File: config.mk
export PLATFORM = sky130hd
export DESIGN_NAME = burst_addr_front
export DESIGN_NICKNAME = d
export VERILOG_FILES = /design/src/rtl/bafe_pkg.sv /design/src/rtl/bafe_decode.sv /design/src/rtl/bafe_ctrl.sv /design/src/rtl/bafe_seq.sv /design/src/rtl/burst_addr_front.sv
export SDC_FILE = /design/constraint.sdc
export NUM_CORES = 1
export LEC_CHECK = 0
export ABC_AREA = 1
export CAP_MARGIN = 20
export CORE_UTILIZATION = 36
export CTS_CLUSTER_SIZE = 24
export DETAILED_ROUTE_END_ITERATION = 10
export PLACE_DENSITY = 0.82
export SYNTH_ARGS = -nofsm -noshare
export SYNTH_HDL_FRONTEND = slang
export SYNTH_HIERARCHICAL = 1
export SYNTH_SLANG_ARGS = --single-unit
File: constraint.sdc
create_clock -name clk -period 2.36 [get_ports clk]
set_clock_uncertainty 0.2 [all_clocks]
set_input_delay 0.354 -clock clk [delete_from_list [all_inputs] [get_ports clk]]
set_output_delay 0.354 -clock clk [all_outputs]
set_load 0.01 [all_outputs]
File: src/rtl/bafe_pkg.sv
package bafe_pkg;
    typedef enum logic {
        ST_IDLE   = 1'b0,
        ST_ACTIVE = 1'b1
    } bafe_state_t;

    typedef enum logic [1:0] {
        LK_NONE = 2'b00,
        LK_CTRL = 2'b01,
        LK_PROC = 2'b10
    } load_kind_t;
endpackage

File: src/rtl/bafe_decode.sv
module bafe_decode
    import bafe_pkg::*;
(
    input  logic       strb_ctrl_n,
    input  logic       strb_proc_n,
    input  logic       ce_n,
    input  logic       sel_hi,
    input  logic       sel_lo_n,
    output logic       do_load,
    output load_kind_t kind,
    output logic       sel_now
);
    logic proc_ok;
    logic ctrl_ok;

    always_comb begin
        proc_ok = !strb_proc_n && !ce_n;
        ctrl_ok = !strb_ctrl_n;
        do_load = proc_ok || ctrl_ok;
        sel_now = !ce_n && sel_hi && !sel_lo_n;
        if (proc_ok)
            kind = LK_PROC;
        else if (ctrl_ok)
            kind = LK_CTRL;
        else
            kind = LK_NONE;
    end
endmodule

File: src/rtl/bafe_ctrl.sv
module bafe_ctrl
    import bafe_pkg::*;
(
    input  logic       clk,
    input  logic       rst_n,
    input  logic       do_load,
    input  load_kind_t kind,
    input  logic       sel_now,
    input  logic       adv_n,
    output logic       selected,
    output logic [1:0] load_kind,
    output logic       cnt_clr,
    output logic       cnt_step
);
    bafe_state_t state_q;
    bafe_state_t state_d;
    load_kind_t  kind_q;

    // State register
    always_ff @(posedge clk or negedge rst_n) begin
        if (!rst_n) begin
            state_q <= ST_IDLE;
            kind_q  <= LK_NONE;
        end else begin
            state_q <= state_d;
            kind_q  <= kind;
        end
    end

    // Next state and outputs
    always_comb begin
        state_d  = state_q;
        cnt_clr  = do_load;
        cnt_step = 1'b0;
        unique case (state_q)
            ST_IDLE: begin
                if (do_load && sel_now)
                    state_d = ST_ACTIVE;           // T_SELECT
            end
            ST_ACTIVE: begin
                if (do_load && !sel_now)
                    state_d = ST_IDLE;             // T_DESELECT
                else if (do_load)
                    state_d = ST_ACTIVE;           // T_RELOAD
                else
                    cnt_step = !adv_n;
            end
            default: state_d = ST_IDLE;
        endcase
        selected  = (state_q == ST_ACTIVE);
        load_kind = kind_q;
    end
endmodule

File: src/rtl/bafe_seq.sv
module bafe_seq #(
    parameter int ADDR_W  = 15,
    parameter int BURST_W = 2
) (
    input  logic              clk,
    input  logic              rst_n,
    input  logic [ADDR_W-1:0] addr_in,
    input  logic              do_load,
    input  logic              cnt_clr,
    input  logic              cnt_step,
    input  logic              ilv_mode,
    output logic [ADDR_W-1:0] arr_addr
);
    localparam int UPPER_W = ADDR_W - BURST_W;

    logic [ADDR_W-1:0]  base_q;
    logic [BURST_W-1:0] cnt_q;
    logic [BURST_W-1:0] lin_low;
    logic [BURST_W-1:0] low_bits;

    always_ff @(posedge clk or negedge rst_n) begin
        if (!rst_n) begin
            base_q <= '0;
            cnt_q  <= '0;
        end else begin
            if (do_load)
                base_q <= addr_in;
            if (cnt_clr)
                cnt_q <= '0;
            else if (cnt_step)
                cnt_q <= cnt_q + 1'b1;
        end
    end

    always_comb lin_low = base_q[BURST_W-1:0] + cnt_q;

    for (genvar i = 0; i < BURST_W; i++) begin : g_low
        assign low_bits[i] = ilv_mode ? (base_q[i] ^ cnt_q[i]) : lin_low[i];
    end

    assign arr_addr = {base_q[ADDR_W-1 -: UPPER_W], low_bits};
endmodule

File: src/rtl/burst_addr_front.sv
module burst_addr_front
    import bafe_pkg::*;
#(
    parameter int ADDR_W  = 15,
    parameter int BURST_W = 2
) (
    input  logic              clk,
    input  logic              rst_n,
    input  logic [ADDR_W-1:0] addr_in,
    input  logic              strb_ctrl_n,
    input  logic              strb_proc_n,
    input  logic              ce_n,
    input  logic              sel_hi,
    input  logic              sel_lo_n,
    input  logic              adv_n,
    input  logic              ilv_mode,
    output logic [ADDR_W-1:0] arr_addr,
    output logic              selected,
    output logic [1:0]        load_kind
);
    logic       do_load;
    logic       sel_now;
    logic       cnt_clr;
    logic       cnt_step;
    load_kind_t kind;

    bafe_decode u_decode (
        .strb_ctrl_n (strb_ctrl_n),
        .strb_proc_n (strb_proc_n),
        .ce_n        (ce_n),
        .sel_hi      (sel_hi),
        .sel_lo_n    (sel_lo_n),
        .do_load     (do_load),
        .kind        (kind),
        .sel_now     (sel_now)
    );

    bafe_ctrl u_ctrl (
        .clk       (clk),
        .rst_n     (rst_n),
        .do_load   (do_load),
        .kind      (kind),
        .sel_now   (sel_now),
        .adv_n     (adv_n),
        .selected  (selected),
        .load_kind (load_kind),
        .cnt_clr   (cnt_clr),
        .cnt_step  (cnt_step)
    );

    bafe_seq #(.ADDR_W(ADDR_W), .BURST_W(BURST_W)) u_seq (
        .clk      (clk),
        .rst_n    (rst_n),
        .addr_in  (addr_in),
        .do_load  (do_load),
        .cnt_clr  (cnt_clr),
        .cnt_step (cnt_step),
        .ilv_mode (ilv_mode),
        .arr_addr (arr_addr)
    );
endmodule

==> results.py <==
metrics = {
    "status": {
        "outcome": "finished, final reports clean",
    },
    "floorplan": {
        "die_area_um2": 2900,
        "initial_utilization_pct": 38.7,
        "num_rows": 18,
        "ioPinCount": 42,
        "die_y_um": 53.8,
        "core_um2": 2500,
        "die_x_um": 53.8,
    },
    "sta": {
        "slew_headroom_pct": 83.7,
        "hold_violations": 0,
        "finalCriticalPeriod_ns": 2.26,
        "rsz0062_at_grt": "no",
        "finalCritPeriodShare_pct": 95.7,
        "fmaxAchievable_mhz": 443,
        "setup_viol": 0,
        "worst_pin_slew_ns": 0.244,
        "setup-tns-final_ns": 0,
        "drv_slew": 0,
    },
    "setup_path": {
        "arrival_ns": 1.71,
        "critPathCaptureType": "output pin",
        "crit_buf_inv": 3,
        "required_ns": 1.81,
        "critPathLaunchType": "flop",
        "worst-path-max-fanout": 3,
        "worst_path_max_delay_cell": "clkdlybuf4s50_1",
        "worstRegToRegCells": 5,
        "r2r_end": "u_seq/cnt_q[1]$_DFFE_PN0P_",
        "crit_family": "buffers and inverters",
        "path_cells": "ha_1 -> inv_1 -> nor2_1 -> nand3_1 -> nand2_1 -> inv_1 -> clkdlybuf4s50_1",
        "slowest_delay_ns": 0.52,
        "regToRegSetupSlack_ns": 1.25,
        "crit_type": "reg2out",
        "crit_path_frequent_cell": "inv_1",
    },
    "yosys": {
        "synth_flop_cell": "dfrtp_1",
        "yosysUniqueCellTypes": 11,
        "synth_commonest_cells": "nand2_1 (25), inv_1 (23), dfrtp_1 (20)",
        "yosysMostFrequentCell": "nand2_1",
        "synth_cells": 116,
        "syn_avg_cell_area_um2": 8.34,
        "yosysTopAreaCell": "dfrtp_1",
        "syn_area_um2": 967,
        "ys_ff_latch": 20,
        "syn_nets": 141,
        "yosys-top-cells-area": "dfrtp_1 (52%), buf_4 (12%), nand2_1 (9.7%), o21ai_0 (9.3%), inv_1 (8.9%)",
        "ys_seq_area_share_pct": 51.7,
        "yosysWarningCount": 6,
        "netlist.area_leader.share_pct": 51.7,
        "synthArstFlopShare_pct": 100,
        "synth_edf_count": 0,
    },
    "global_routing": {
        "first_global_vias": 749,
        "antenna_found_initial": 0,
        "grt_max_degree": 21,
        "grt_pass1_wl_um": 2990,
        "grt_use_total_pct": 14.9,
        "gr-total-overflow": 0,
    },
    "clock_network": {
        "clockBufferDepth": 2,
        "cts_hold_buf": 0,
        "cts_resized": 0,
        "htree_levels": 1,
        "clk_latency_ns": 0.29,
        "cts-root-buf": "clkbuf_4",
        "post_cts_buffers": 0,
        "cts_made_buffers": 3,
        "cts_sinks": 20,
        "clkTransAtPathRegs_ns": 0.11,
        "tritoncts": "done",
    },
    "pwr": {
        "p_sw_share_pct": 24.5,
        "p_per_area_nw_per_um2": 554,
        "p_comb_share_pct": 22.9,
        "power_leakage_uw": 0.000666,
        "peakVddDrop_mv": 0.320,
        "intPower_uw": 565,
        "pwr-share-seq_pct": 51.5,
        "switching_power_uw": 183,
        "p_clk_share_pct": 25.7,
    },
    "place": {
        "numPlacedInstances": 172,
        "numPortBuffers": 41,
        "gp_congestion": 0.697,
        "dp_hpwl_um": 1470,
    },
    "routing": {
        "dr.pass1.iters": 4,
        "via_per_inst": 4.30,
        "vias": 757,
        "routedWlPerCell_um": 10.7,
        "drt-initial-drc-count": 4,
        "routed_wl_um": 1880,
        "post-route-drc-count": 0,
        "ant_nets": 0,
    },
    "finish": {
        "nets": 172,
        "instances_no_fill": 176,
        "syn_to_final_growth_pct": 39.6,
        "fin_util_pct": 54.0,
        "drive_above_1_share_pct": 8.90,
        "n_antenna_cell": 0,
    },
    "worst_hold_path": {
        "min_path_type": "in2async",
    },
    "job": {
        "cap_violations": 0,
    },
}
[placed cells by master (no fill, tap or decap)]
master            n
buf_4             3
nand3_1           2
clkdlybuf4s50_1  41
nor2_2            4
clkbuf_4          3
o21ai_0          17
nor2_1            4
dfrtp_1          20
o21ai_2           1
clkbuf_8          1
ha_1              1
inv_1            23
nand2_2           1
nand2_1          25
[metal layers]
| metal | GRT usage, % | wire length (µm) | up-vias |
|---|---|---|---|
| li1 | - | - | 389 |
| met1 | 16.3 | 760 | 342 |
| met2 | 25.1 | 975 | 24 |
| met3 | 3.11 | 111 | 2 |
| met4 | 11.4 | 27 | 0 |
| met5 | 0 | 0 | - |
[flip-flops by register name (all words and copies together), names as in the netlist, named ones only]
name / flops
u_seq/base_q: 15
u_ctrl/load_kind: 2
u_seq/cnt_q: 2
[power groups by stage]
stage               Clock, µW  Combinational [µW]  Sequential (µW)
finish                    192                 171              385
floorplan                   0                89.3              390
global placement            0                 168              390
detailed placement          0                 173              392
global route              220                 187              389
CTS                       203                 174              385
[worst reg2reg max path: stages (launching register included)]
cell and delay, ns:
dfrtp_1 0.37, nand2_2 0.07, nor2_2 0.09, nand2_1 0.07
o21ai_0 0.16, nor2_1 0.06
[kinds of logic after synthesis]
group                    after synthesis  synth area share, %
adder cells (fa/ha/maj)                1                 1.29
AND/OR/NAND/NOR                       36                 15.5
buffers and inverters                 41                 22.1
flip-flops                            20                 51.7
AO/OA/AOI/OAI                         18                 9.31
[cell type report]
class	instances	area, µm²
fill	230	1150
sequential	20	500
timing repair buffer	44	433
tap	30	37.5
multi-input combinational	55	256
inverter	23	86.3
clock buffer	4	36.3
[stage by stage]
stage	setup slack (ns)	hold WS, ns	cell area, µm²	total power, µW
2_1_floorplan	0.921	-0.142	967	480
3_3_place_gp	0.269	0.294	1310	558
3_5_place_dp	0.216	0.297	1310	565
4_1_cts	0.0680	0.175	1350	762
5_1_grt	0.0178	0.176	1350	796
6_report	0.100	0.179	1350	748
[how the worst max path moves through the flow]
stage	from	cells past startpoint	slack, ns	endpoint
5_1_grt	u_seq/base_q[0]$_DFFE_PN0P_	7	0.02	arr_addr[1]
6_report	u_seq/cnt_q[0]$_DFFE_PN0P_	7	0.10	arr_addr[1]
4_1_cts	u_seq/base_q[0]$_DFFE_PN0P_	7	0.07	arr_addr[1]
2_1_floorplan	strb_proc_n	8	0.92	u_seq/cnt_q[1]$_DFFE_PN0P_
3_5_place_dp	ilv_mode	7	0.22	arr_addr[1]
3_3_place_gp	ilv_mode	7	0.27	arr_addr[1]
Power figures use the tool's default switching activity.
